<file path="config.mk">
export PLATFORM = sky130hd
export DESIGN_NAME = dirty_band_coalescer
export DESIGN_NICKNAME = d
export VERILOG_FILES = /design/src/rtl/dirty_band_coalescer.sv
export SDC_FILE = /design/constraint.sdc
export NUM_CORES = 1
export LEC_CHECK = 0
export CORE_MARGIN = 4
export CORE_UTILIZATION = 41
export DETAILED_ROUTE_END_ITERATION = 16
export PLACE_DENSITY = 0.63
export SLEW_MARGIN = 20
export SYNTH_ARGS = -nofsm -noshare
export SYNTH_HDL_FRONTEND = slang
export SYNTH_SLANG_ARGS = --single-unit
export TNS_END_PERCENT = 30
</file>
<file path="constraint.sdc">
create_clock -name clk -period 3.63 [get_ports clk]
set_clock_uncertainty 0.1 [all_clocks]
set_input_delay 0.5445 -clock clk [delete_from_list [all_inputs] [get_ports clk]]
set_output_delay 0.5445 -clock clk [all_outputs]
set_load 0.03 [all_outputs]
</file>
<file path="src/rtl/dirty_band_coalescer.sv">
module dirty_band_coalescer #(
  parameter int ROW_W   = 12,
  parameter int X_W     = 11,
  parameter int FRAME_W = 1024
) (
  input  logic               clk,
  input  logic               rst_n,
  input  logic               start,
  input  logic [ROW_W-1:0]   frame_height,
  output logic               busy,
  output logic [ROW_W-3:0]   band_idx,
  input  logic               band_dirty,
  output logic               rect_valid,
  input  logic               rect_ready,
  output logic [X_W-1:0]     rect_x,
  output logic [X_W:0]       rect_w,
  output logic [ROW_W-1:0]   rect_y,
  output logic [ROW_W:0]     rect_h,
  output logic               clr_valid,
  output logic [ROW_W-3:0]   clr_lo,
  output logic [ROW_W-3:0]   clr_hi,
  output logic               done
);
  localparam int BAND_W = ROW_W - 2;
  localparam int STEP   = 4;

  typedef enum logic [2:0] {S_IDLE, S_SCAN, S_EMIT, S_FIN, S_DONE} state_t;

  state_t             st;
  logic [ROW_W-1:0]   height_q;
  logic [ROW_W:0]     row_q;
  logic [ROW_W-1:0]   run_y;
  logic               open_q;
  logic               last_q;
  logic [BAND_W-1:0]  min_q, max_q;
  logic               scan_end;
  logic [ROW_W:0]     run_h;

  assign busy      = (st != S_IDLE);
  assign band_idx  = row_q[BAND_W+1:2];
  assign scan_end  = row_q >= {1'b0, height_q};
  assign run_h     = row_q - {1'b0, run_y};
  assign rect_x    = '0;
  assign rect_w    = (X_W+1)'(FRAME_W);
  assign rect_valid = (st == S_EMIT);
  assign clr_valid = (st == S_FIN) && (max_q >= min_q);
  assign clr_lo    = min_q;
  assign clr_hi    = max_q;
  assign done      = (st == S_DONE);

  always_ff @(posedge clk or negedge rst_n) begin
    if (!rst_n) begin
      st       <= S_IDLE;
      height_q <= '0;
      row_q    <= '0;
      run_y    <= '0;
      open_q   <= 1'b0;
      last_q   <= 1'b0;
      min_q    <= '1;
      max_q    <= '0;
      rect_y   <= '0;
      rect_h   <= '0;
    end else begin
      case (st)
        S_IDLE: if (start) begin
          st       <= S_SCAN;
          height_q <= frame_height;
          row_q    <= '0;
          open_q   <= 1'b0;
          last_q   <= 1'b0;
          min_q    <= '1;
          max_q    <= '0;
        end
        S_SCAN: begin
          if (scan_end) begin
            if (open_q) begin
              rect_y <= run_y;
              rect_h <= run_h;
              open_q <= 1'b0;
              last_q <= 1'b1;
              st     <= S_EMIT;
            end else begin
              st <= S_FIN;
            end
          end else if (band_dirty) begin
            if (!open_q) begin
              open_q <= 1'b1;
              run_y  <= row_q[ROW_W-1:0];
            end
            if (band_idx < min_q) min_q <= band_idx;
            if (band_idx > max_q) max_q <= band_idx;
            row_q <= row_q + (ROW_W+1)'(STEP);
          end else begin
            if (open_q) begin
              rect_y <= run_y;
              rect_h <= run_h;
              open_q <= 1'b0;
              st     <= S_EMIT;
            end
            row_q <= row_q + (ROW_W+1)'(STEP);
          end
        end
        S_EMIT: if (rect_ready) st <= last_q ? S_FIN : S_SCAN;
        S_FIN:  st <= S_DONE;
        S_DONE: st <= S_IDLE;
        default: st <= S_IDLE;
      endcase
    end
  end
endmodule


</file>
# After elaboration in Yosys (flattened, before gate mapping)

Cells that the tools add are included.

Register bits: 87
Input bits: 17
Word-level logic and storage cells: 80

Bitwise logic cells: 2
Add/subtract/negate cells: 2
Magnitude comparators: 4
Mux-type cells: 34
Equal/unequal tests: 15
Reduce and logical (&&, ||, !) cells: 13

Operator list:

| operator                                              | count |
|---|---|
| two-way mux 10 bit                                    | 8 |
| two-way mux 13 bit                                    | 5 |
| one-hot mux 10 bit (2 select lines)                   | 2 |
| two-way mux 12 bit                                    | 3 |
| one-hot mux 13 bit (2 select lines)                   | 1 |
| two-way mux 3 bit                                     | 5 |
| inequality test 2 bit, second input constant          | 7 |
| adder 13 x 3 -> 13 bit, second input constant         | 1 |
| greater-or-equal comparator 13 x 12 -> 1 bit          | 1 |
| subtractor 13 x 12 -> 13 bit                          | 1 |
| one-hot mux 3 bit (4 select lines)                    | 1 |
| AND reduction 4 bit                                   | 3 |
| greater-or-equal comparator 10 bit                    | 1 |
| > comparator 10 bit                                   | 1 |
| < comparator 10 bit                                   | 1 |
| AND reduction 5 bit                                   | 2 |
| equality test 3 x 2 -> 1 bit, second input constant   | 2 |
| two-way mux 1 bit                                     | 6 |
| inequality test 3 bit, second input constant          | 2 |
| AND reduction 2 bit                                   | 3 |
| inequality test 2 x 1 -> 1 bit, second input constant | 2 |
| one-hot mux 1 bit (2 select lines)                    | 2 |
| equality test 3 x 1 -> 1 bit, second input constant   | 1 |
| equality test 3 bit, second input constant            | 1 |
| other kinds (7)                                       | 8 |

# Logic depth before layout (Yosys ltp)

Gate-level depths: netlist of run 1.

Word-level depth: 5
Mapped depth: 10
Depth with buffers taken out: 8

# Least setup slack after synthesis of run 1

OpenSTA, ideal clock, no wires.

Path kind: reg-to-reg
Start: register row_q[2]
End: register max_q[9] (netlist: clr_hi[9])
Setup time: 0.128 ns
Arrival time: 2.343 ns
Stages on the path, launching flop included: 9
Path buffers: 2
Data required time: 3.402 ns
Setup slack: 1.060 ns
Period minus slack after synthesis: 2.570 ns
Cell sequence: dfrtp_1 -> ha_1 -> a2111oi_4 -> a2111oi_4 -> or2_1 -> buf_4 -> nor3_1 -> buf_4 -> mux2_1

Word-level cells in the longest chain between the ends: 3

Ends and longest elaborated chain:

| what                                                                                | line   | source |
|---|---|---|
| start: declaration                                                                  | 31     | `logic [ROW_W:0] row_q;` |
| start signal: assignment                                                            | 92     | `row_q <= row_q + (ROW_W+1)'(STEP);` |
| start signal: assignment                                                            | 100    | `row_q <= row_q + (ROW_W+1)'(STEP);` |
| greater-or-equal comparator 13 x 12 -> 1 bit or > comparator 10 bit (tied branches) | 41, 91 |  |
| inequality test 2 bit (no source line)                                              | n/a    |  |
| AND reduction 5 bit (no source line) (*)                                            | n/a    |  |
| end signal: assignment                                                              | 91     | `if (band_idx > max_q) max_q <= band_idx;` |
| end: declaration                                                                    | 35     | `logic [BAND_W-1:0] min_q, max_q;` |

Every way passes the cells marked *; elsewhere a longest branch is shown, timed or not.
A chain may end at the register's enable or synchronous reset.

# Final worst setup path of run 1

Start: register min_q[0] (netlist: clr_lo[0])
End: output port clr_valid

Word-level cells in the longest chain between the ends: 2

Ends and longest elaborated chain:

| what                               | line | source |
|---|---|---|
| start: declaration                 | 35   |  |
| start signal: assignment           | 90   | `if (band_idx < min_q) min_q <= band_idx;` |
| greater-or-equal comparator 10 bit | 46   | `assign clr_valid = (st == S_FIN) && (max_q >= min_q);` |
| logical AND 1 bit                  | 46   |  |
| end: declaration                   | 19   | `output logic clr_valid,` |

No other way between the ends.

==> metrics.yaml, run 1 <==
status:
  status: "completed"
sta:
  finalCritPeriodShare_pct: 91.6
  min_period_ps: 3320
  tightest_slew_ps: 1040
  fmax_mhz: 301
  drv_slew: 0
  slew_headroom_pct: 30.1
  rsz0062_at_grt: "no"
  setup_viol: 0
  final.setup.tns_ps: 0
  finalHoldViolations: 0
  fin_hold_ws_ps: 116
clocking:
  clock_sinks: 80
  cts-buffers-inserted: 9
  post-cts-setup-buffers: 0
  cts.reportedPaths.clkPinSlew_ps: 60
  cts_tree: "built"
  postCtsHoldBufs: 0
  clk_path_buf_depth: 2
  cts_resized: 0
  clk_latency_ps: 350
  cts-htree-levels: 3
  clock_tree.root_cell: "clkbuf_16"
power:
  p_leak_uw: 0.00291
  p_total_uw: 5200
  cellPowerDensity_mw_per_mm2: 835
  ir_worst_vdd_v: 0.000390
synth:
  ys_seq_area_share_pct: 39.9
  synth-async-reset-ratio_pct: 100
  ys.flop_type: "dfrtp_1"
  ys_ff_latch: 80
  synthCells: 536
  syn_area_per_cell_um2: 9.43
  synth_warnings: 0
  synth_edf_count: 0
  synth_top_cell_area_share_pct: 34.7
  yosysUniqueCellTypes: 51
  synthTopCellsByArea: "dfrtp_1, ha_1, buf_4"
  yosys.area.top_type: "dfrtp_1"
  synth_area_mm2: 0.00505
setup_path:
  r2r_slack_ps: 660
  required_ps: 2990
  critical_path.top_delay_family: "compound AO/OA/AOI/OAI gates"
  cp-endpoint: "clr_valid"
  cp.depth: 8
  critical_path.startpoint: "clr_lo[0]"
  crit_path_end_kind: "primary output"
  reg2reg_depth: 8
  cp_slowest_stage_delay_ps: 600
  cp_slowest_cell: "clkdlybuf4s50_1"
  path_cells: "ha_1 -> nand2b_1 -> a21o_1 -> a211oi_1 -> o21ai_0 -> o211ai_1 -> a21oi_1 -> clkdlybuf4s50_1"
  worstSetupStartpointType: "flop"
  r2r-start: "row_q[11]"
  cp_max_fo: 4
  reg2reg_to: "clr_hi[8]"
  path_buf_inv: 1
  path_class: "reg2out"
  arrival_ps: 2680
global_route:
  grtUsageTotal_pct: 18.0
  gr-usage-met2_pct: 30.3
  grt_util_met1_pct: 23.0
  grt-busiest-layer: "met2"
  grt_pass1_vias: 4108
  grt_overflow_total: 0
  grt_pass1_wl_mm: 20.6
  antenna_found_initial: 0
  grt_use_met3_pct: 2.85
  grt_max_degree: 81
floorplan:
  rows: 40
  ios: 99
  dieWidth_um: 119
  start_util_pct: 41.9
  chipHeight_um: 119
  coreArea_mm2: 0.0121
  die_area_mm2: 0.0142
final_layout:
  diodes: 0
  syn2layout_area_growth_pct: 23.2
  nNetsFinal: 679
  stdcell_area_mm2: 0.00623
  nFillCells: 1142
  stdcell_count: 783
  layout-drive-gt1-share_pct: 8.62
placed_design:
  port-buffer-count: 72
  post-dp-hpwl_mm: 8.97
  placed_cell_area_mm2: 0.00587
  gp_congestion: 0.846
  placed_cells: 767
routing:
  wire_per_inst_um: 15.2
  first_pass_iters: 4
  vias_per_cell: 4.97
  drc: 0
  wirelength_mm: 11.9
  drt_iter0_markers: 167
  ant_nets: 0
  vias: 3888
hold_path:
  hold_path_class: "in2async"
job:
  drv_cap: 0
[report_power, final]
part	internal, uW	switching (uW)	total, uW	leakage, uW
Clock	679	397	1080	0.000167
Sequential	1230	185	1410	0.00103
Combinational	1120	1590	2710	0.00171
[cell families after synthesis]
| logic type | synth area share (%) |
|---|---|
| buffers and inverters | 11.1 |
| other | 0.149 |
| adder cells (fa/ha/maj) | 13.0 |
| XOR/XNOR | 2.08 |
| flip-flops | 39.9 |
| AND/OR/NAND/NOR | 14.0 |
| multiplexers | 6.69 |
| AO/OA/AOI/OAI | 13.1 |
[registers in the layout, indices dropped and copies added (netlist names)]
name      count
rect_h       12
clr_hi       10
last_q        1
height_q     12
st            3
row_q        11
run_y        10
clr_lo       10
open_q        1
rect_y       10
[cells in the mapped netlist, types with 7 or more instances]
library cell  number
xnor2_1            7
nor2_1            34
dfrtp_1           70
nand3_1           11
nor3_1             7
mux2i_1           30
ha_1              51
clkbuf_1          11
nand2_1           57
buf_4             40
inv_1             57
dfstp_2           10
o21ai_0           38
nand4_1           11
a21oi_1           19
a21o_1             7
[how the worst min path moves through the flow]
stage	endpoint	slack, ps	cells after the start
5_1_grt	clr_hi[2]	220	1
6_report	clr_hi[2]	120	1
3_3_place_gp	height_q[0]	360	2
4_1_cts	clr_hi[3]	330	1
2_1_floorplan	clr_hi[0]	150	0
3_5_place_dp	height_q[0]	360	2
[routing by layer]
metal / wire length (um) / vias up
met2: 5910 / 84
met5: 0 / -
met3: 433 / 18
met4: 256 / 0
li1: - / 1924
met1: 5320 / 1862
[metrics by stage]
| step | setup slack, ps | utilization, % |
|---|---|---|
| CTS | 264 | 51.6 |
| floorplan | 1060 | - |
| finish | 305 | 51.6 |
| detailed placement | 667 | 48.7 |
| global placement | 655 | 48.7 |
| global route | 140 | 51.6 |
[layout by cell type (no fill, tap or decap), drive strengths merged, types with 19 or more instances in the layout]
cell type / Yosys / routed
mux2i: 30 / 30
buf: 41 / 19
dfrtp: 70 / 70
a21oi: 19 / 19
clkdlybuf4s50: 0 / 71
conb: 2 / 27
o21ai: 44 / 44
nand2: 57 / 57
ha: 51 / 51
nor2: 34 / 34
inv: 57 / 60
[cell type report]
type | count | area [um^2] | area share (%)
timing repair buffer | 90 | 857 | 13.8
multi-input combinational | 372 | 2580 | 41.5
clock inverter | 7 | 124 | 1.99
sequential | 80 | 2010 | 32.4
clock buffer | 9 | 225 | 3.62
tap | 168 | 210 | 3.38
inverter | 57 | 214 | 3.44
[worst register-to-register path, stage by stage (launching register included)]
cell       delay (ps)
dfrtp_1           510
ha_1              270
nor2_1            130
nand4_1           100
a2bb2oi_1         160
or2_1             260
nor3_1            850
buf_4             310
mux2i_1           200
(Power assumes the default switching activity.)
==> run 2: changes to the inputs <==
Clock period 3.63 ns to 3.8 ns, I/O delays scaled along.
==> run 2 against run 1 <==
Total power is 7.6% lower. Die area stayed put. Critical path depth stayed put. Via count is 0.23% lower. Hold slack better by 52 ps. Largest cell class unchanged. Largest power group unchanged. Global-route usage is 0.88 points lower. Routed wire length is 1.1% lower. Critical path type unchanged. Core utilization is 0.83 points lower. Highest routed layer unchanged. Sequential power hardly changed. Register-to-register slack worse by 90 ps.
==> metrics.yaml, run 2 (synthesis results as in run 1) <==
status:
  status: "completed"
floorplan:
  chipHeight_um: 119
  coreArea_mm2: 0.0121
  dieWidth_um: 119
  ios: 99
  die_area_mm2: 0.0142
  rows: 40
  start_util_pct: 41.9
power:
  cellPowerDensity_mw_per_mm2: 785
  p_leak_uw: 0.00285
  ir_worst_vdd_v: 0.000225
clocking:
  postCtsHoldBufs: 0
  cts-htree-levels: 3
  cts-buffers-inserted: 9
  clock_tree.root_cell: "clkbuf_16"
  cts_tree: "built"
  clk_latency_ps: 340
  cts_resized: 0
  post-cts-setup-buffers: 0
  clk_path_buf_depth: 2
  cts.reportedPaths.clkPinSlew_ps: 60
  clock_sinks: 80
routing:
  wirelength_mm: 11.8
  ant_nets: 0
  vias_per_cell: 5.01
  first_pass_iters: 4
  wire_per_inst_um: 15.2
  drc: 0
  vias: 3879
  drt_iter0_markers: 178
setup_path:
  r2r_slack_ps: 570
  path_class: "reg2out"
  crit_path_end_kind: "primary output"
  arrival_ps: 2650
  cp_max_fo: 4
  required_ps: 3130
  worstSetupStartpointType: "flop"
global_route:
  grtUsageTotal_pct: 17.1
  grt-busiest-layer: "met2"
  grt_max_degree: 81
  grt_use_met3_pct: 3.70
  antenna_found_initial: 0
  grt_overflow_total: 0
  grt_util_met1_pct: 21.8
  gr-usage-met2_pct: 29.5
  grt_pass1_wl_mm: 19.6
  grt_pass1_vias: 3847
job:
  drv_cap: 0
placed_design:
  gp_congestion: 0.888
  port-buffer-count: 72
  post-dp-hpwl_mm: 8.91
  pre_cts_slack_ps: 607
  placed_cell_area_mm2: 0.00581
final_layout:
  layout_common_cells: "clkdlybuf4s50_1, dfrtp_1, inv_1, nand2_1, ha_1"
  diodes: 0
  layout-drive-gt1-share_pct: 7.25
  largestRegisters: "height_q x12, rect_h x12, row_q x11"
  nNetsFinal: 671
  syn2layout_area_growth_pct: 21.2
  layout_commonest_cell: "clkdlybuf4s50_1"
  stdcell_area_mm2: 0.00613
  nFillCells: 1125
sta:
  setup_viol: 0
  fmax_mhz: 301
  drv_slew: 0
  rsz0062_at_grt: "no"
  setup_slack_ps: 481
  tightest_slew_ps: 723
  finalCritPeriodShare_pct: 87.3
  min_period_ps: 3320
  slew_headroom_pct: 51.8
  final.setup.tns_ps: 0
  finalHoldViolations: 0
hold_path:
  hold_path_class: "in2async"
[run 2: power by group]
group / switching, uW / internal [uW] / total [uW] / leakage, uW
clock: 348 / 546 / 895 / 0.000153
combinational: 1480 / 1050 / 2530 / 0.00167
sequential: 214 / 1170 / 1390 / 0.00103
[run 2: final timing paths]
check | startpoint | to | cells past startpoint
hold / removal | rst_n | clr_hi[0] | 1
max in group asynchronous | rst_n | run_y[6] | 1
hold reg to reg | height_q[1] | height_q[1] | 2
min in group clk | height_q[1] | height_q[1] | 2
setup / recovery | clr_lo[0] | clr_valid | 8
setup reg to reg | row_q[7] | run_y[11] | 7
[run 2: layout make-up]
type | instances | area, um^2 | area share (%)
Sequential cell | 80 | 2010 | 32.9
Clock inverter | 4 | 52.6 | 0.858
Inverter | 57 | 214 | 3.49
Clock buffer | 12 | 256 | 4.19
Timing Repair Buffer | 82 | 797 | 13.0
Tap cell | 168 | 210 | 3.43
Multi-Input combinational cell | 372 | 2580 | 42.1
[run 2: worst max-delay path, stage by stage (launching register included)]
cell	delay (ps)
dfstp_2	570
ha_1	230
nand2b_1	140
a21o_1	170
a211oi_1	250
o21ai_0	160
o211ai_1	120
a21oi_1	80
clkdlybuf4s50_1	600
[run 2: stage by stage]
step / utilization, % / cells / power (uW) / hold slack (ps)
floorplan: - / 561 / 3200 / 174
global placement: 48.2 / 759 / 3900 / 360
detailed placement: 48.2 / 759 / 3940 / 367
CTS: 50.8 / 775 / 4860 / 345
global route: 50.8 / 775 / 5190 / 240
finish: 50.8 / 775 / 4810 / 168
[run 2: layer usage]
metal	part of all wire, %	up-vias
li1	-	1898
met1	44	1883
met2	51	84
met3	3.8	14
met4	1.1	0
met5	0	-
